$ cat src/rtl/fwd_pkg.sv
`timescale 1ns/1ps
// fwd_pkg: shared select encoding for the operand bypass selector.
// Assumes a two-bit select per operand; code 2'b11 is unused.
package fwd_pkg;
    typedef enum logic [1:0] {
        FWD_RF    = 2'b00,
        FWD_MEMWB = 2'b01,
        FWD_EXMEM = 2'b10
    } fwd_sel_e;
endpackage

$ cat src/rtl/fwd_match.sv
`timescale 1ns/1ps
// fwd_match: compares one source register with the two later-stage
// destinations and produces that operand's select.
// Assumes register 0 is constant zero and never a forwarding target.
module fwd_match
    import fwd_pkg::*;
#(
    parameter int REG_W = 5
) (
    input  logic [REG_W-1:0] src,
    input  logic [REG_W-1:0] exm_dst,
    input  logic             exm_wen,
    input  logic [REG_W-1:0] mwb_dst,
    input  logic             mwb_wen,
    output fwd_sel_e         sel
);
    localparam logic [REG_W-1:0] ZERO_REG = '0;

    logic exm_hit;
    logic mwb_hit;

    // Detect a usable match against each later stage.
    always_comb begin
        exm_hit = exm_wen && (exm_dst != ZERO_REG) && (exm_dst == src);
        mwb_hit = mwb_wen && (mwb_dst != ZERO_REG) && (mwb_dst == src);
    end

    // Younger stage first, then older stage, else register file.
    always_comb begin
        if (exm_hit)      sel = FWD_EXMEM;
        else if (mwb_hit) sel = FWD_MEMWB;
        else              sel = FWD_RF;
    end
endmodule

$ cat src/rtl/fwd_operand_mux.sv
`timescale 1ns/1ps
// fwd_operand_mux: steers one of three candidate values onto an ALU
// operand according to the select. Assumes the select is a legal code.
module fwd_operand_mux
    import fwd_pkg::*;
#(
    parameter int DATA_W = 32
) (
    input  fwd_sel_e          sel,
    input  logic [DATA_W-1:0] rf_data,
    input  logic [DATA_W-1:0] exm_data,
    input  logic [DATA_W-1:0] mwb_data,
    output logic [DATA_W-1:0] opnd
);
    // Three-way selection of the operand value.
    always_comb begin
        case (sel)
            FWD_EXMEM: opnd = exm_data;
            FWD_MEMWB: opnd = mwb_data;
            default:   opnd = rf_data;
        endcase
    end
endmodule

$ cat src/rtl/fwd_select.sv
`timescale 1ns/1ps
// fwd_select: top of the execute-stage bypass selector. One match unit
// and one mux per ALU operand, built by a generate loop.
// Assumes purely combinational use: inputs come from pipeline registers.
module fwd_select
    import fwd_pkg::*;
#(
    parameter int REG_W  = 5,
    parameter int DATA_W = 32
) (
    input  logic [REG_W-1:0]  src_a,
    input  logic [REG_W-1:0]  src_b,
    input  logic [DATA_W-1:0] rf_a_data,
    input  logic [DATA_W-1:0] rf_b_data,
    input  logic [REG_W-1:0]  exm_dst,
    input  logic              exm_wen,
    input  logic [DATA_W-1:0] exm_result,
    input  logic [REG_W-1:0]  mwb_dst,
    input  logic              mwb_wen,
    input  logic [DATA_W-1:0] mwb_result,
    output logic [1:0]        sel_a,
    output logic [1:0]        sel_b,
    output logic [DATA_W-1:0] opnd_a,
    output logic [DATA_W-1:0] opnd_b
);
    localparam int NUM_OPND = 2;

    logic [REG_W-1:0]  src_vec [NUM_OPND];
    logic [DATA_W-1:0] rf_vec  [NUM_OPND];
    logic [DATA_W-1:0] out_vec [NUM_OPND];
    fwd_sel_e          sel_vec [NUM_OPND];

    // Gather per-operand inputs into arrays.
    always_comb begin
        src_vec[0] = src_a;
        src_vec[1] = src_b;
        rf_vec[0]  = rf_a_data;
        rf_vec[1]  = rf_b_data;
    end

    for (genvar g = 0; g < NUM_OPND; g++) begin : g_opnd
        fwd_match #(.REG_W(REG_W)) u_match (
            .src     (src_vec[g]),
            .exm_dst (exm_dst),
            .exm_wen (exm_wen),
            .mwb_dst (mwb_dst),
            .mwb_wen (mwb_wen),
            .sel     (sel_vec[g])
        );

        fwd_operand_mux #(.DATA_W(DATA_W)) u_mux (
            .sel      (sel_vec[g]),
            .rf_data  (rf_vec[g]),
            .exm_data (exm_result),
            .mwb_data (mwb_result),
            .opnd     (out_vec[g])
        );

        // Cross-check the match unit against the data mux it drives.
        always_comb begin
            assert_legal_sel_R9: assert (sel_vec[g] != fwd_sel_e'(2'b11))
                else $error("illegal select on operand %0d", g);
            if (sel_vec[g] == FWD_EXMEM)
                assert_exm_route_R1: assert (out_vec[g] == exm_result)
                    else $error("operand %0d not execute/memory value", g);
            if (sel_vec[g] == FWD_MEMWB)
                assert_mwb_route_R2: assert (out_vec[g] == mwb_result)
                    else $error("operand %0d not memory/writeback value", g);
            if (sel_vec[g] == FWD_RF)
                assert_rf_route_R3: assert (out_vec[g] == rf_vec[g])
                    else $error("operand %0d not register-file value", g);
            if (!exm_wen && !mwb_wen)
                assert_wen_gate_R5: assert (sel_vec[g] == FWD_RF)
                    else $error("forward with both write-enables low");
            if (exm_dst == '0 && mwb_dst == '0)
                assert_zero_dst_R6: assert (sel_vec[g] == FWD_RF)
                    else $error("forward from register 0 destination");
        end
    end

    // Drive the top-level outputs.
    always_comb begin
        sel_a  = sel_vec[0];
        sel_b  = sel_vec[1];
        opnd_a = out_vec[0];
        opnd_b = out_vec[1];
    end
endmodule

$ cat config.mk
export PLATFORM = sky130hd
export DESIGN_NAME = fwd_select
export DESIGN_NICKNAME = d
export VERILOG_FILES = /design/src/rtl/fwd_pkg.sv /design/src/rtl/fwd_match.sv /design/src/rtl/fwd_operand_mux.sv /design/src/rtl/fwd_select.sv
export SDC_FILE = /design/constraint.sdc
export NUM_CORES = 1
export LEC_CHECK = 0
export BUFFER_PORTS_ARGS = -buffer_cell sky130_fd_sc_hd__buf_2
export CORE_AREA = 2 2 111 59
export DETAILED_ROUTE_END_ITERATION = 10
export DIE_AREA = 0 0 113 61
export GPL_TIMING_DRIVEN = 0
export PLACE_DENSITY = 0.83
export SLEW_MARGIN = 5
export SYNTH_ARGS = -nofsm -noshare
export SYNTH_HDL_FRONTEND = slang
export SYNTH_SLANG_ARGS = --single-unit
$ cat constraint.sdc
create_clock -name vclk -period 2.24
set_input_delay 0.224 -clock vclk [all_inputs]
set_output_delay 0.224 -clock vclk [all_outputs]
set_load 0.02 [all_outputs]
**Yosys cells after proc, flatten, opt, wreduce, memory -nomap -nowiden**

Index checks and enable logic that the tools add are counted.

- Reduce and logical (&&, ||, !) cells: 8
- Multiplexer cells: 6
- Eq/ne operators: 8

Operator list:

| operator | count |
|---|---|
| 32-bit one-hot mux with 2 select lines | 2 |
| 5-bit == test | 4 |
| 5-bit nonzero test | 2 |
| 1-bit logical AND | 6 |
| 2-bit by 1-bit == test with 1-bit output (second input constant) | 2 |
| 2-bit == test (second input constant) | 2 |
| 2-bit 2-to-1 mux | 2 |
| 1-bit 2-to-1 mux | 2 |

- Flip-flop bits (word level): 0
- Input bits: 150
- Output and inout bits: 68

**Logic depth before layout (Yosys ltp)**

- Depth after elaboration: 7
- Depth in mapped cells: 6

**By module**

A second synthesis with hierarchy kept.

- Cells, all modules: 268
- Area total of the unflattened synthesis: 1,591.5 um^2

By module, submodules not included:

| module | times used | cells an instance | area each (um^2) |
|---|---|---|---|
| fwd_operand_mux | 2 | 113 | 636.9 |
| fwd_match | 2 | 21 | 158.9 |

**Least setup slack after synthesis**

Ideal clock, no wire load.

- Path type: in2out
- Start: input port mwb_dst[0]
- End: output port opnd_a[22]
- Cell stages on the path: 6
- Path slack: 0.223 ns
- Arrival: 1.793 ns
- Data required time: 2.016 ns
- Cells stage by stage: or4_1 -> o21ai_1 -> buf_2 -> buf_4 -> o31ai_1 -> a31oi_1

- Cells in the longest elaborated chain, start to end: 7
- Elaborated cells between the ends (all ways): 9

RTL lines:

| item | RTL line | source |
|---|---|---|
| start: declaration | fwd_select.sv:18 | `input logic [REG_W-1:0] mwb_dst,` |
| 5-bit nonzero test | fwd_match.sv:25 | `mwb_hit = mwb_wen && (mwb_dst != ZERO_REG) && (mwb_dst == src);` |
| 1-bit logical AND | fwd_match.sv:25 |  |
| 1-bit logical AND * | fwd_match.sv:25 |  |
| 1-bit 2-to-1 mux * | fwd_match.sv:31 | `else if (mwb_hit) sel = FWD_MEMWB;` |
| 2-bit 2-to-1 mux * | fwd_match.sv:30 | `if (exm_hit) sel = FWD_EXMEM;` |
| 2-bit by 1-bit == test with 1-bit output or 2-bit == test (tied branches) | - |  |
| 32-bit one-hot mux with 2 select lines * | fwd_operand_mux.sv:17 | `case (sel)` |
| end: declaration | fwd_select.sv:23 | `output logic [DATA_W-1:0] opnd_a,` |

Mark *: on every way between the ends. The rest lies on a longest branch, timed or not.

**Worst setup path in the final report**

- Start: input port exm_dst[1]
- End: output port sel_b[0]

- Cells in the longest elaborated chain, start to end: 4
- Elaborated cells between the ends (all ways): 5

RTL lines:

| item | RTL line | source |
|---|---|---|
| start: declaration | fwd_select.sv:15 | `input logic [REG_W-1:0] exm_dst,` |
| 5-bit nonzero test | fwd_match.sv:24 | `exm_hit = exm_wen && (exm_dst != ZERO_REG) && (exm_dst == src);` |
| 1-bit logical AND | fwd_match.sv:24 |  |
| 1-bit logical AND * | fwd_match.sv:24 |  |
| named net g_opnd[1].u_match.exm_hit | fwd_match.sv:19 | `logic exm_hit;` |
| 2-bit 2-to-1 mux * | fwd_match.sv:30 |  |
| end: declaration | fwd_select.sv:22 | `output logic [1:0] sel_b,` |

Mark *: on every way through the listed nets, which the timed path passes. The rest lies on a longest branch.

==> run metrics <==
outcome=complete, but fails checks; failing checks=design-rule violations; P&R area growth vs syn=62.8%; core area=5910 um^2; Final Cell Area=3600 um^2; crit path time final=2210 ps; first-pass GRT wire length=18.5 mm; WS Path Type=in -> out; Top Family by Delay on Critical Path=simple AND/OR/NAND/NOR gates; initial antenna violation count=0; Vias/cell=6.44; combinational power share=1.000; Netlist Area Pre-Place=2210 um^2; Die ar.=6890 um^2; drt drc=10; fraction of layout cells with a size suffix above 1=0.497; Pre-antenna DRT Iters=9; Vias=4223; Final Hold Fails=0; hold depth=4; sequential area share after synthesis=0; Initial Utilization=0.375; Mapped Cells=362; fmax=453 MHz; CP Max Fanout=6; die extent in y=61 um; period utilization=0.985; Seq pwr share=0; slowest CP cell=or4_4; I/O Buffers=218; crit end category=output pin; DRT iter0 DRCs=600; clkbuf count=0; total power=0.000907 W; GRT Total Usage=0.334; critical path depth=8; GRT overflow=0; crit path buf inv count=4; main area contributors after synthesis=o31ai_1 22%, nand4_1 19%, a31oi_1 18%; die width=113 um; post-synth top area cell=o31ai_1; Synth Warn #=0; GP Congestion=0.952; Avg Inst Size Synth=6.11 um^2; Ant. Diodes=0; HP Class=in -> out; filler instances=593; critical path launch point type=input pin; routed length per instance=19.1 um; Rows=20; Sw Share=0.648; final-stage net count=731; total routed wirelength=12.5 mm; DP HPWL=9.91 mm; Slew Limit Fails=0; Power per Cell Area=252 nW/um^2; IO Pins=218; Crit path required time=2020 ps; Static Leak=1.46 nW; most common cell after layout, fill and taps aside=buf_2; Yosys cell types=21; Final setup viols=0; Placed Area=3400 um^2; Rel. slew slack=0.665; Register Area=0 um^2; vias in the first global route=3695; commonest non-fill, non-tap cells in the layout=225 x buf_2, 66 x nand4_1, 64 x nor3_1, 64 x a31oi_1, 59 x o31ai_1; Worst path max stage delay=580 ps; RSZ-0062 raised after global routing=true; Slew @ Worst Pin=503 ps; final antenna-violating net count=0; Yosys top cell area share=0.217; worst path cell trace=buf_2, or4_4, o211ai_4, or2_1, buf_6, inv_2, nor4_4, buf_4; VDD IR max=0.000113 V; Worst Path Arrival=1980 ps; syn_nets=512; Max-cap violations=0; switching power total=0.000588 W; num sequential=0; Clock Power Share=0; largest net degree at the start of global routing=11; Internal Pwr Total=0.000319 W
==> timing repair <==
action                     CTS  global route
pin swaps                    4             6
hold buffers                 0             0
setup buffers                1             1
resized for setup           38            55
setup endpoints to repair   63            59
==> path summary, 6_finish.rpt <==
check / startpoint / to / slack (ps)
min: rf_a_data[30] / opnd_a[30] / 830
max: exm_dst[1] / sel_b[0] / 30
==> power groups by stage <==
stage | sequential, W | combinational, W | clock (W)
after CTS | 0 | 0.000863 | 0
after global placement | 0 | 0.000823 | 0
after global routing | 0 | 0.000963 | 0
after floorplan | 0 | 0.000467 | 0
final | 0 | 0.000907 | 0
after detailed placement | 0 | 0.000832 | 0
==> through the flow <==
| step | util | setup TNS (ps) | instances | setup WS (ps) | hold WS (ps) |
|---|---|---|---|---|---|
| 3_3_place_gp | 0.576 | -5010 | 657 | -132 | 827 |
| 3_5_place_dp | 0.576 | -6180 | 657 | -160 | 825 |
| 4_1_cts | 0.595 | 0 | 657 | 0.369 | 828 |
| 6_report | 0.610 | 0 | 656 | 33.1 | 826 |
| 5_1_grt | 0.610 | -36.2 | 656 | -24.1 | 842 |
| 2_1_floorplan | - | 0 | 362 | 223 | 679 |
==> cells in the mapped netlist <==
cell	n
buf_1	2
o31ai_1	64
nor4_2	2
xnor2_1	10
xor2_1	10
or2_2	2
o211ai_2	2
buf_4	6
a31oi_1	64
o21ai_1	1
buf_2	14
or3_1	2
o21a_1	1
or4_4	1
inv_2	2
nand4_1	66
or4_1	1
nor3_1	66
nor2_1	2
clkbuf_1	42
or2_1	2
==> tightest hold or removal path: stages <==
cell	delay [ps]
buf_2	100
o31ai_1	50
a31oi_1	70
buf_2	160
==> cell families (layout without fill, tap and decap cells) <==
| group | after synthesis | count (layout) | synth area share |
|---|---|---|---|
| AO/OA/AOI/OAI | 132 | 132 | 0.415 |
| XOR/XNOR | 20 | 20 | 0.0791 |
| buffers and inverters | 66 | 283 | 0.130 |
| AND/OR/NAND/NOR | 144 | 144 | 0.376 |
==> area by class of cell <==
| type | count | area [um^2] | share of cell area |
|---|---|---|---|
| multi-input cells | 296 | 2010 | 0.559 |
| well taps | 77 | 96.3 | 0.0267 |
| inverters | 2 | 7.51 | 0.00208 |
| plain buffers | 61 | 373 | 0.103 |
| repair buffers | 220 | 1110 | 0.309 |
==> per-layer routing <==
layer  up-vias  GRT usage  routed length, um
li1       1943          -                  -
met1      1952      0.470               5310
met2       306      0.572               5650
met3        22     0.0420               1430
met4         0     0.0436                141
met5         -          0                  0
(Power assumes the default switching activity.)
